File: src/rtl/usb_in_ep_ctrl.sv
module usb_in_ep_ctrl #(
  parameter int DW    = 8,
  parameter int DEPTH = 16,
  localparam int AW   = $clog2(DEPTH),
  localparam int CW   = $clog2(DEPTH + 1),
  localparam int SVC  = DEPTH / 2
) (
  input  logic          clk,
  input  logic          rst_n,
  input  logic          fifo_we,
  input  logic [DW-1:0] fifo_wdata,
  input  logic          pkt_eop,
  input  logic [CW-1:0] pkt_len,
  output logic          dma_req,
  input  logic          csr_we,
  input  logic [7:0]    csr_wdata,
  output logic [7:0]    csr_rdata,
  input  logic          irq_en,
  output logic          irq,
  input  logic          tok_in,
  output logic          hs_valid,
  output logic [1:0]    hs_code,
  input  logic          rd_req,
  output logic          rd_valid,
  output logic [DW-1:0] rd_data,
  output logic          tx_end,
  input  logic          xfer_done,
  input  logic          host_ack
);
  localparam logic [1:0] HS_DATA  = 2'b01;
  localparam logic [1:0] HS_NAK   = 2'b10;
  localparam logic [1:0] HS_STALL = 2'b11;

  logic [DW-1:0] mem [DEPTH];
  logic [AW-1:0] wptr, rptr;
  logic [CW-1:0] count, len_q, remaining;
  logic          active, ur, fst, tpc, tpe, tur, sst;

  wire full   = count == CW'(DEPTH);
  wire empty  = count == '0;
  wire owed   = active && remaining != '0;
  wire push   = fifo_we && !full;
  wire pop    = rd_req && owed && !empty;
  wire ur_ev  = rd_req && owed && empty;
  wire tok_ok = tok_in && !active;
  wire stall  = tok_ok && fst;
  wire start  = tok_ok && !fst && !tpc;
  wire fin    = xfer_done && active;
  wire svc    = count <= CW'(SVC);

  assign dma_req   = svc;
  assign irq       = tpc && irq_en;
  assign tx_end    = active && remaining == '0;
  assign csr_rdata = {2'b00, fst, sst, tur && tpc, tpe && tpc, tpc, svc};

  always_ff @(posedge clk) if (push) mem[wptr] <= fifo_wdata;

  always_ff @(posedge clk or negedge rst_n) begin
    if (!rst_n) begin
      wptr <= '0; rptr <= '0; count <= '0;
      rd_valid <= 1'b0; rd_data <= '0;
    end else begin
      if (push) wptr <= (wptr == AW'(DEPTH - 1)) ? '0 : wptr + 1'b1;
      if (pop)  rptr <= (rptr == AW'(DEPTH - 1)) ? '0 : rptr + 1'b1;
      count    <= count + CW'(push) - CW'(pop);
      rd_valid <= pop;
      if (pop) rd_data <= mem[rptr];
    end
  end

  always_ff @(posedge clk or negedge rst_n) begin
    if (!rst_n) begin
      len_q <= '0; remaining <= '0; active <= 1'b0; ur <= 1'b0;
      hs_valid <= 1'b0; hs_code <= '0;
    end else begin
      hs_valid <= tok_ok;
      if (tok_ok) hs_code <= fst ? HS_STALL : (tpc ? HS_NAK : HS_DATA);
      if (pkt_eop) len_q <= pkt_len;
      if (start) begin
        active    <= 1'b1;
        remaining <= len_q;
        ur        <= 1'b0;
      end else begin
        if (fin) active <= 1'b0;
        if (pop || ur_ev) remaining <= remaining - 1'b1;
        if (ur_ev) ur <= 1'b1;
      end
    end
  end

  always_ff @(posedge clk or negedge rst_n) begin
    if (!rst_n) begin
      fst <= 1'b0; tpc <= 1'b0; tpe <= 1'b0; tur <= 1'b0; sst <= 1'b0;
    end else begin
      if (csr_we) fst <= csr_wdata[5];
      tpc <= stall || fin || (tpc && !(csr_we && csr_wdata[1]));
      sst <= stall || (sst && !(csr_we && csr_wdata[4]));
      if (fin) begin
        tpe <= !host_ack;
        tur <= ur || ur_ev;
      end else if (stall) begin
        tpe <= 1'b0;
        tur <= 1'b0;
      end
    end
  end
endmodule

File: config.mk
export PLATFORM = sky130hd
export DESIGN_NAME = usb_in_ep_ctrl
export DESIGN_NICKNAME = d
export VERILOG_FILES = /design/src/rtl/usb_in_ep_ctrl.sv
export SDC_FILE = /design/constraint.sdc
export NUM_CORES = 1
export LEC_CHECK = 0
export BUFFER_PORTS_ARGS = -buffer_cell sky130_fd_sc_hd__buf_2
export CORE_MARGIN = 5
export CORE_UTILIZATION = 50
export DETAILED_ROUTE_END_ITERATION = 8
export GPL_ROUTABILITY_DRIVEN = 1
export PLACE_DENSITY = 0.68
export SLEW_MARGIN = 5
export SYNTH_ARGS = -nofsm -noshare
export SYNTH_HDL_FRONTEND = slang
export SYNTH_SLANG_ARGS = --single-unit
File: constraint.sdc
create_clock -name clk -period 3 [get_ports clk]
set_input_delay 0.9 -clock clk [delete_from_list [all_inputs] [get_ports clk]]
set_output_delay 0.9 -clock clk [all_outputs]
set_load 0.005 [all_outputs]
==> results of run 1 <==
cells by family (layout without fill, tap and decap cells):
logic type      after synthesis  count (layout)
compound gates               59              59
xor+xnor                      5               5
fa+ha+maj                    16              16
buf+inv                      41             119
flops                       170             170
mux                          57              57
other cells                   1               2
simple gates                 91              91
sequential cells by signal, indices dropped and copies added (netlist names), 2 cells and up:
register and flops:
rd_data 8, remaining 5, hs_code 2, count 5, len_q 5, mem 128
rptr 4, wptr 4
cells in the final DEF (no fill, tap or decap), types with 4 or more instances in the layout:
| cell type | synthesis | final |
|---|---|---|
| edfxtp_1 | 128 | 128 |
| a21oi_1 | 4 | 4 |
| mux2_2 | 5 | 5 |
| nand2_1 | 18 | 18 |
| nor3_1 | 8 | 8 |
| buf_2 | 7 | 46 |
| nand3_1 | 5 | 5 |
| inv_1 | 16 | 16 |
| dfrtp_1 | 42 | 41 |
| ha_1 | 15 | 15 |
| clkbuf_16 | 0 | 17 |
| mux4_2 | 13 | 13 |
| a22oi_1 | 9 | 9 |
| mux2i_1 | 33 | 33 |
| buf_4 | 9 | 24 |
| inv_6 | 0 | 4 |
| o21ai_0 | 5 | 5 |
| o22ai_1 | 16 | 16 |
| and2_1 | 4 | 4 |
| a31oi_1 | 11 | 11 |
| nor2_1 | 41 | 41 |
how the worst max path moves through the flow:
stage / startpoint / end / slack, ns / depth (start not counted)
global route: count[3] / count[4] / 0.11 / 13
floorplan: fifo_we / count[4] / 0.31 / 12
finish: count[3] / count[4] / 0.38 / 13
global placement: fifo_we / count[4] / 0.28 / 12
CTS: count[2] / count[4] / 0.35 / 13
detailed placement: fifo_we / count[4] / 0.27 / 12
worst reg2reg max path: stages, from the launching register on:
cell	delay, ns
dfrtp_1	0.38
inv_1	0.10
ha_1	0.17
nor4b_1	0.28
buf_4	0.18
nor3_2	0.04
ha_1	0.28
inv_1	0.04
ha_1	0.20
fa_1	0.40
a21oi_1	0.16
nor2_1	0.05
nor2_1	0.11
xor2_1	0.15
power groups by stage:
stage | Clock, mW | Sequential (mW) | Combinational (mW)
floorplan | 0 | 3.11 | 1.55
global placement | 0 | 3.25 | 1.86
detailed placement | 0 | 3.28 | 1.92
CTS | 2.08 | 3.23 | 1.93
global route | 2.20 | 3.28 | 2.11
finish | 2.04 | 3.23 | 1.90
metrics by stage:
step                      util [%]  std cells  instance area [µm²]  hold slack [ns]  total power [mW]
after floorplan                  -        441                 7036           0.4424             4.663
after detailed placement     54.26        667                 7502           0.4765             5.194
after CTS                    58.31        699                 8063           0.4889             7.237
final                        58.31        699                 8063           0.4905             7.173
after global placement       54.26        667                 7502           0.4601             5.115
after global routing         58.31        699                 8063           0.5132             7.593
final cells by class:
| cell class | instances | area share, % |
|---|---|---|
| clock inverter | 13 | 1.459 |
| clock buffer | 19 | 5.493 |
| sequential | 170 | 60.72 |
| timing repair buffer | 71 | 5.338 |
| inverter | 16 | 0.7449 |
| tap | 180 | 2.793 |
| multi-input combinational | 230 | 23.45 |
routing by layer:
metal	wire length [µm]	share of wire [%]
met5	0	0
met4	205	1.6
met3	697	5.3
met2	6437	49
met1	5859	44
==> out/metrics.yaml, run 1 <==
outcome:
  outcome: "finished, final reports clean"
detailed_routing:
  first_iter_violations: 337
  vias_per_cell: 5.562
  wl_per_cell_um: 18.88
  vias: 3888
  drc: 0
  ant_nets: 0
  routed_wl_mm: 13.20
  drtPass1Iterations: 5
logic_synthesis:
  ys_types: 48
  syn_area_mm2: 0.007032
  synth_top_area_cell: "edfxtp_1"
  yosysMostFrequentCell: "edfxtp_1"
  yosysTopAreaCellShare_pct: 54.66
  avgSynthCellArea_um2: 15.98
  ys_top_cells_by_count: "edfxtp_1 (128), dfrtp_1 (42), nor2_1 (41)"
  synthAdderAreaFrac_pct: 2.954
  ys_ff_latch: 170
  synthMuxAreaShare_pct: 11.26
  synth_top_family_by_area: "multiplexers"
  synth_simple_gate_area_share_pct: 6.406
  synth-compound-area-share_pct: 5.534
  ys_async_sr_fraction_pct: 24.71
  synth_edf_count: 128
  yosysSeqAreaShare_pct: 69.61
  synth_top_flop_cell: "edfxtp_1"
  synth_area_leaders: "edfxtp_1 (55%), dfrtp_1 (15%), mux2i_1 (4.7%)"
  yosys_warnings: 0
  synth_xor_area_share_pct: 0.6228
  synth_cells: 440
flow_run:
  cap_violations: 0
cells_and_area:
  layout.nets: 553
  drive_gt1_share_pct: 24.28
  fillCellCount: 1040
  antenna_cells: 0
  multi_input_area_mm2: 0.001891
  area.sequential_mm2: 0.004896
  syn2layout_area_growth_pct: 14.66
cts:
  cts.sinks: 170
  cts_made_buffers: 17
  holdBufCountCts: 0
  cts_resized: 0
  clockBufferDepth: 2
  ctsRootBufferMaster: "clkbuf_16"
  clk_latency_ns: 0.41
  cts_tree: "built"
  htreeDepth: 4
  cts_setup_buffers: 0
  cts.clk_slew.worst_paths_ns: 0.06
floorplan:
  core_mm2: 0.01383
  initial_utilization_pct: 50.86
  io_pins: 54
  die_area_mm2: 0.01654
  die_w_um: 128.6
  num_rows: 43
  die_y_um: 128.6
min_path:
  hold_class: "reg2reg"
  hold_start: "tur"
  hold_end: "tur"
  holdPathStages: 2
grt:
  grtUsageMet1_pct: 23.92
  grtUsageTotal_pct: 17.30
  grt_pass1_wl_mm: 21.51
  grt_pass1_vias: 3991
  grt-ovfl-total: 0
  antenna_found_initial: 0
  grt_use_met3_pct: 3.072
  busiest_layer: "met2"
  use_met2_pct: 27.83
  grt_max_degree: 43
setup_path:
  startpoint_type: "register"
  r2r-end: "count[4]"
  worstRegToRegCells: 13
  cp_common_cell: "ha_1"
  r2r_start: "count[3]"
  crit_family: "adder cells"
  critPathKind: "reg2reg"
  cp-end-kind: "register"
  crit_slowest_cell: "fa_1"
  slowest_delay_ns: 0.40
  worstPathArrival_ns: 2.96
  cp.buffers_inverters: 3
  r2r_setup_slack_ns: 0.38
  critPathMaxFanout: 3
  cp.required_ns: 3.34
  crit_chain: "inv_1 > ha_1 > nor4b_1 > buf_4 > nor3_2 > ha_1 > inv_1 > ha_1 > fa_1 > a21oi_1 > nor2_1 > nor2_1 > xor2_1"
timing:
  rsz0062_at_grt: "no"
  hold_violations: 0
  max_slew_margin_pct: 33.22
  fin_tns_setup_ns: 0
  slew_violations: 0
  skew_ns: 0.008446
  tightest_slew_ns: 1.002
  period_needed_ns: 2.620
  min_period_over_period_pct: 87.34
  setup_viol: 0
  timing.fmax_ghz: 0.3816
  fin_ws_ns: 0.3797
place:
  numPortBuffers: 46
  place_ws_ns: 0.2683
  gp_congestion: 0.8039
  place_hpwl_mm: 8.880
pwr:
  p_leak_nw: 3.060
  p_per_area_mw_per_mm2: 889.6
  combPwrFrac_pct: 26.4
  power.internal_mw: 4.976
  ir_drop_mv: 0.4817
  power_switching_share_pct: 30.63
  clkPwrFrac_pct: 28.5
  switching_power_mw: 2.197
  pwr-share-seq_pct: 45.1
No activity file was read; power rests on OpenSTA's default activity.
==> run 2, diff against run 1 <==
==> constraint.sdc (replaced) <==
create_clock -name clk -period 2.58 [get_ports clk]
set_input_delay 0.774 -clock clk [delete_from_list [all_inputs] [get_ports clk]]
set_output_delay 0.774 -clock clk [all_outputs]
set_load 0.005 [all_outputs]
==> out/metrics.yaml, run 2 (synthesized netlist as in run 1, its figures left out) <==
outcome:
  outcome: "finished, final reports clean"
timing:
  period_needed_ns: 2.444  # -0.1764 ns
  max_slew_margin_pct: 45.99  # +13 points
  setup_viol: 0  # unchanged
  min_period_over_period_pct: 94.72  # +7.4 points
  timing.fmax_ghz: 0.4092  # +7.2%
  tightest_slew_ns: 0.8102  # -0.1915 ns
  skew_ns: 0.008094  # -0.0003521 ns
  hold_violations: 0  # unchanged
  fin_tns_setup_ns: 0  # unchanged
  slew_violations: 0  # unchanged
  rsz0062_at_grt: "no"
  finalHoldWorstSlack_ns: 0.4412  # -0.04931 ns
cells_and_area:
  top_regs: "mem (128), rd_data (8)"
  largest_register_ffs: 128  # unchanged
  mostFrequentLayoutCells: "edfxtp_1 (128), buf_2 (46), nor2_1 (41), dfrtp_1 (41), mux2i_1 (33)"
  layout.nets: 556  # +0.54%
  drive_gt1_share_pct: 25.48  # +1.2 points
  regMostFlops: "mem"
  final_common_cell: "edfxtp_1"
  post-route-util_pct: 58.77  # +0.46 points
  syn2layout_area_growth_pct: 15.57
  antenna_cells: 0  # unchanged
cts:
  htreeDepth: 4  # unchanged
  clk_latency_ns: 0.43  # +0.02 ns
  ctsRootBufferMaster: "clkbuf_16"
  cts_setup_buffers: 0  # unchanged
  cts.clk_slew.worst_paths_ns: 0.06  # about the same
  cts_tree: "built"
  cts.sinks: 170  # unchanged
  clockBufferDepth: 2  # unchanged
  cts_made_buffers: 17  # unchanged
grt:
  grt_pass1_vias: 3988  # -0.075%
  grtUsageTotal_pct: 17.43  # +0.12 points
  grt_max_degree: 38  # -12%
  grt_pass1_wl_mm: 21.34  # -0.77%
  antenna_found_initial: 0  # unchanged
  grt-ovfl-total: 0  # unchanged
detailed_routing:
  drc: 0  # unchanged
  routed_wl_mm: 13.56  # +2.7%
  first_iter_violations: 309  # -8.3%
  wl_per_cell_um: 19.32  # +2.3%
  vias_per_cell: 5.439  # -2.2%
  drtPass1Iterations: 5  # unchanged
  ant_nets: 0  # unchanged
  vias: 3818  # -1.8%
setup_path:
  cp-end-kind: "register"
  startpoint_type: "register"
  worstPathArrival_ns: 2.80  # -0.16 ns
  cp.required_ns: 2.93  # -0.41 ns
  critPathKind: "reg2reg"
  critPathMaxFanout: 3  # unchanged
min_path:
  hold_class: "in2async"
pwr:
  ir_drop_mv: 0.5455  # +13%
  p_per_area_mw_per_mm2: 1047  # +18%
  p_leak_nw: 3.083  # +0.76%
floorplan:
  num_rows: 43  # unchanged
  io_pins: 54  # unchanged
  die_y_um: 128.6  # unchanged
  die_w_um: 128.6  # unchanged
  initial_utilization_pct: 50.86  # unchanged
  die_area_mm2: 0.01654  # unchanged
  core_mm2: 0.01383  # unchanged
place:
  gp_congestion: 0.7967  # -0.90%
  place_hpwl_mm: 8.919  # +0.44%
  numPortBuffers: 46  # unchanged
flow_run:
  cap_violations: 0  # unchanged
-- run 2: changes by cell type in the layout (fill, tap and decap cells not counted), sizes merged --
cell      previous run  this run
inv                 21        20
buf                 71        74
bufinv               1         2
clkinv               4         5
clkinvlp             3         2
-- run 2: final cells by class --
class                      count  area, µm²
clock inverter                13      161.4
clock buffer                  19      432.9
tap                          180      225.2
inverter                      16      60.06
sequential                   170       4896
timing repair buffer          74      440.4
fill                        1059       5700
multi-input combinational    230       1911
-- run 2: timing repair --
action,CTS,global route
hold buffers,0,0
resized for setup,1,3
endpoints found under the hold margin,0,0
endpoints found under the setup margin,1,1
-- run 2: worst paths after layout --
| check | from | endpoint | slack, ns | cells past startpoint |
|---|---|---|---|---|
| max | count[3] | count[4] | 0.14 | 12 |
| min | rst_n | len_q[1] | 0.44 | 1 |
| max reg2reg | count[3] | count[4] | 0.14 | 12 |
| min reg2reg | tur | tur | 0.49 | 2 |
| max in group asynchronous | rst_n | wptr[2] | 1.53 | 2 |
| min in group clk | tur | tur | 0.49 | 2 |
-- run 2: critical path, stage by stage, from the launching register on --
cell,delay [ns]
dfrtp_1,0.38
inv_1,0.10
ha_2,0.19
nor4b_4,0.25
nor3_2,0.09
ha_1,0.28
inv_1,0.04
ha_1,0.20
fa_2,0.35
a21oi_1,0.16
nor2_1,0.05
nor2_1,0.13
xor2_1,0.15
-- run 2: power breakdown --
part / internal [mW] / switching (mW) / total, mW
combinational: 1.05 / 1.15 / 2.20
clock: 1.45 / 1.07 / 2.52
sequential: 3.38 / 0.405 / 3.79
total: 5.88 / 2.63 / 8.51
-- run 2: per-stage QoR --
step / std cells / setup slack, ns / power, mW / area (µm²)
after floorplan: 441 / 0.01201 / 5.428 / 7042
after global placement: 670 / 0.01751 / 5.961 / 7518
after detailed placement: 670 / -0.03185 / 6.037 / 7518
after CTS: 702 / 0.06753 / 8.577 / 8122
after global routing: 702 / 0.01906 / 8.951 / 8127
final: 702 / 0.1361 / 8.508 / 8127
-- run 2: layer usage --
metal,global-route usage [%],share of wire [%],vias up
li1,-,-,1801
met1,23.64,45,1885
met2,27.70,48,115
met3,5.189,6.0,17
met4,4.941,1.5,0
met5,0,0,-
==> run 3, diff against run 2 <==
--- a/config.mk
+++ b/config.mk
@@ -6,6 +6,7 @@
 export NUM_CORES = 1
 export LEC_CHECK = 0
 export BUFFER_PORTS_ARGS = -buffer_cell sky130_fd_sc_hd__buf_2
+export CORE_ASPECT_RATIO = 1.25
 export CORE_MARGIN = 5
 export CORE_UTILIZATION = 50
 export DETAILED_ROUTE_END_ITERATION = 8
==> out/metrics.yaml, run 3 (synthesized netlist as in run 1, its figures left out) <==
outcome:
  outcome: "finished, final reports clean"
setup_path:
  critPathKind: "reg2reg"
  critPathMaxFanout: 4  # +1
  cp-end-kind: "register"
  worstRegToRegCells: 12  # unchanged
  r2r-end: "count[4]"
  r2r_start: "remaining[0]"
  cp.required_ns: 2.91  # -0.02 ns
  worstPathArrival_ns: 2.78  # -0.02 ns
  startpoint_type: "register"
  r2r_setup_slack_ns: 0.13  # about the same
pwr:
  switching_power_mw: 2.579  # -1.8%
  ir_drop_mv: 0.5231  # -4.1%
  power.internal_mw: 5.989  # +1.8%
  p_leak_nw: 3.100  # +0.55%
  clkPwrFrac_pct: 29.6  # about the same
  combPwrFrac_pct: 27.2  # +1.4 points
  p_total_mw: 8.568  # +0.70%
  p_per_area_mw_per_mm2: 1050  # +0.30%
  power_switching_share_pct: 30.10  # -0.75 points
  pwr-share-seq_pct: 43.2  # -1.3 points
cells_and_area:
  post-route-util_pct: 59.07  # +0.29 points
  largest_register_ffs: 128  # unchanged
  top_regs: "mem (128), rd_data (8)"
  final_common_cell: "edfxtp_1"
  syn2layout_area_growth_pct: 16.03
  layout.nets: 560  # +0.72%
  regMostFlops: "mem"
  antenna_cells: 0  # unchanged
  mostFrequentLayoutCells: "edfxtp_1 (128), buf_2 (46), nor2_1 (41), dfrtp_1 (41), mux2i_1 (33)"
  drive_gt1_share_pct: 26.62  # +1.1 points
detailed_routing:
  vias: 3861  # +1.1%
  ant_nets: 0  # unchanged
  routed_wl_mm: 13.24  # -2.3%
  wl_per_cell_um: 18.89  # -2.2%
  drtPass1Iterations: 4  # -1
  vias_per_cell: 5.508  # +1.3%
  drc: 0  # unchanged
  first_iter_violations: 326  # +5.5%
cts:
  cts_made_buffers: 17  # unchanged
  cts.clk_slew.worst_paths_ns: 0.06  # about the same
  clk_latency_ns: 0.42  # about the same
  cts.sinks: 170  # unchanged
  htreeDepth: 4  # unchanged
  clockBufferDepth: 2  # unchanged
  cts_tree: "built"
  holdBufCountCts: 0  # unchanged
  ctsRootBufferMaster: "clkbuf_16"
floorplan:
  core_mm2: 0.01381  # about the same
  num_rows: 48  # +12%
  io_pins: 54  # unchanged
  die_w_um: 116.1  # -9.7%
  die_y_um: 142.6  # +11%
  die_area_mm2: 0.01655  # about the same
  initial_utilization_pct: 50.91  # about the same
timing:
  timing.fmax_ghz: 0.4090  # about the same
  hold_violations: 0  # unchanged
  skew_ns: 0.01387  # +0.005778 ns
  rsz0062_at_grt: "no"
  min_period_over_period_pct: 94.77  # about the same
  max_slew_margin_pct: 52.75  # +6.8 points
  setup_viol: 0  # unchanged
  slew_violations: 0  # unchanged
  tightest_slew_ns: 0.7062  # -0.1040 ns
  finalHoldWorstSlack_ns: 0.3967  # -0.04450 ns
  period_needed_ns: 2.445  # +0.001303 ns
min_path:
  hold_class: "in2async"
place:
  gp_congestion: 0.8071  # +1.3%
  numPortBuffers: 46  # unchanged
  place_hpwl_mm: 8.884  # -0.40%
flow_run:
  cap_violations: 0  # unchanged
grt:
  grt_pass1_wl_mm: 20.97  # -1.7%
  grt-ovfl-total: 0  # unchanged
  grtUsageTotal_pct: 17.30  # -0.13 points
  antenna_found_initial: 0  # unchanged
  grt_max_degree: 36  # -5.3%
  grt_pass1_vias: 3898  # -2.3%
## run 3: how the worst max path moves through the flow
| stage | startpoint | endpoint | slack, ns |
|---|---|---|---|
| after floorplan | fifo_we | count[4] | 0.01 |
| after global placement | fifo_we | count[4] | 0.01 |
| after detailed placement | fifo_we | count[4] | -0.06 |
| after CTS | count[2] | count[4] | 0.02 |
| after global routing | remaining[1] | count[4] | 0.006 |
| final | remaining[0] | count[4] | 0.13 |
## run 3: critical path, cell delays in order (launching register included)
cell and delay [ns]:
dfrtp_1 0.42, inv_2 0.07, ha_1 0.15, nor4b_4 0.26, nor3_2 0.11, ha_1 0.28, inv_1 0.04, ha_2 0.18
fa_2 0.37, a21oi_2 0.14, nor2_1 0.05, nor2_1 0.13, xor2_1 0.17
## run 3: cell type report
class	instances	area, µm²
Clock buffer	17	425.4
Clock inverter	15	171.4
Fill cell	1035	5654
Inverter	16	60.06
Multi-Input combinational cell	230	1917
Sequential cell	170	4896
Tap cell	175	219.0
Timing Repair Buffer	78	470.5
## run 3: power groups by stage
stage	Clock [mW]	Combinational, mW	Sequential, mW
floorplan	0	1.81	3.62
global placement	0	2.22	3.72
detailed placement	0	2.29	3.74
CTS	2.60	2.30	3.69
global route	2.71	2.58	3.76
finish	2.54	2.33	3.70
## run 3: per-stage QoR
step / cells / setup WS [ns] / TNS (ns) / area, µm²
after floorplan: 441 / 0.01201 / 0 / 7042
after global placement: 666 / 0.01389 / 0 / 7520
after detailed placement: 666 / -0.06207 / -0.06207 / 7520
final: 701 / 0.1348 / 0 / 8159
after CTS: 698 / 0.01540 / 0 / 8117
after global routing: 701 / 0.005788 / 0 / 8159
## run 3: layer usage
metal	global-route usage [%]	vias to the layer above	part of all wire [%]
met5	0	-	0
met4	7.269	0	2.2
met3	4.339	18	5.7
li1	-	1814	-
met1	21.69	1922	41
met2	28.65	107	51
## run 3: repair_timing
action / in CTS / in global routing
setup buffers: 0 / 3
gates resized for setup: 0 / 8
hold endpoints to repair: 0 / 0
setup endpoints to repair: 0 / 1
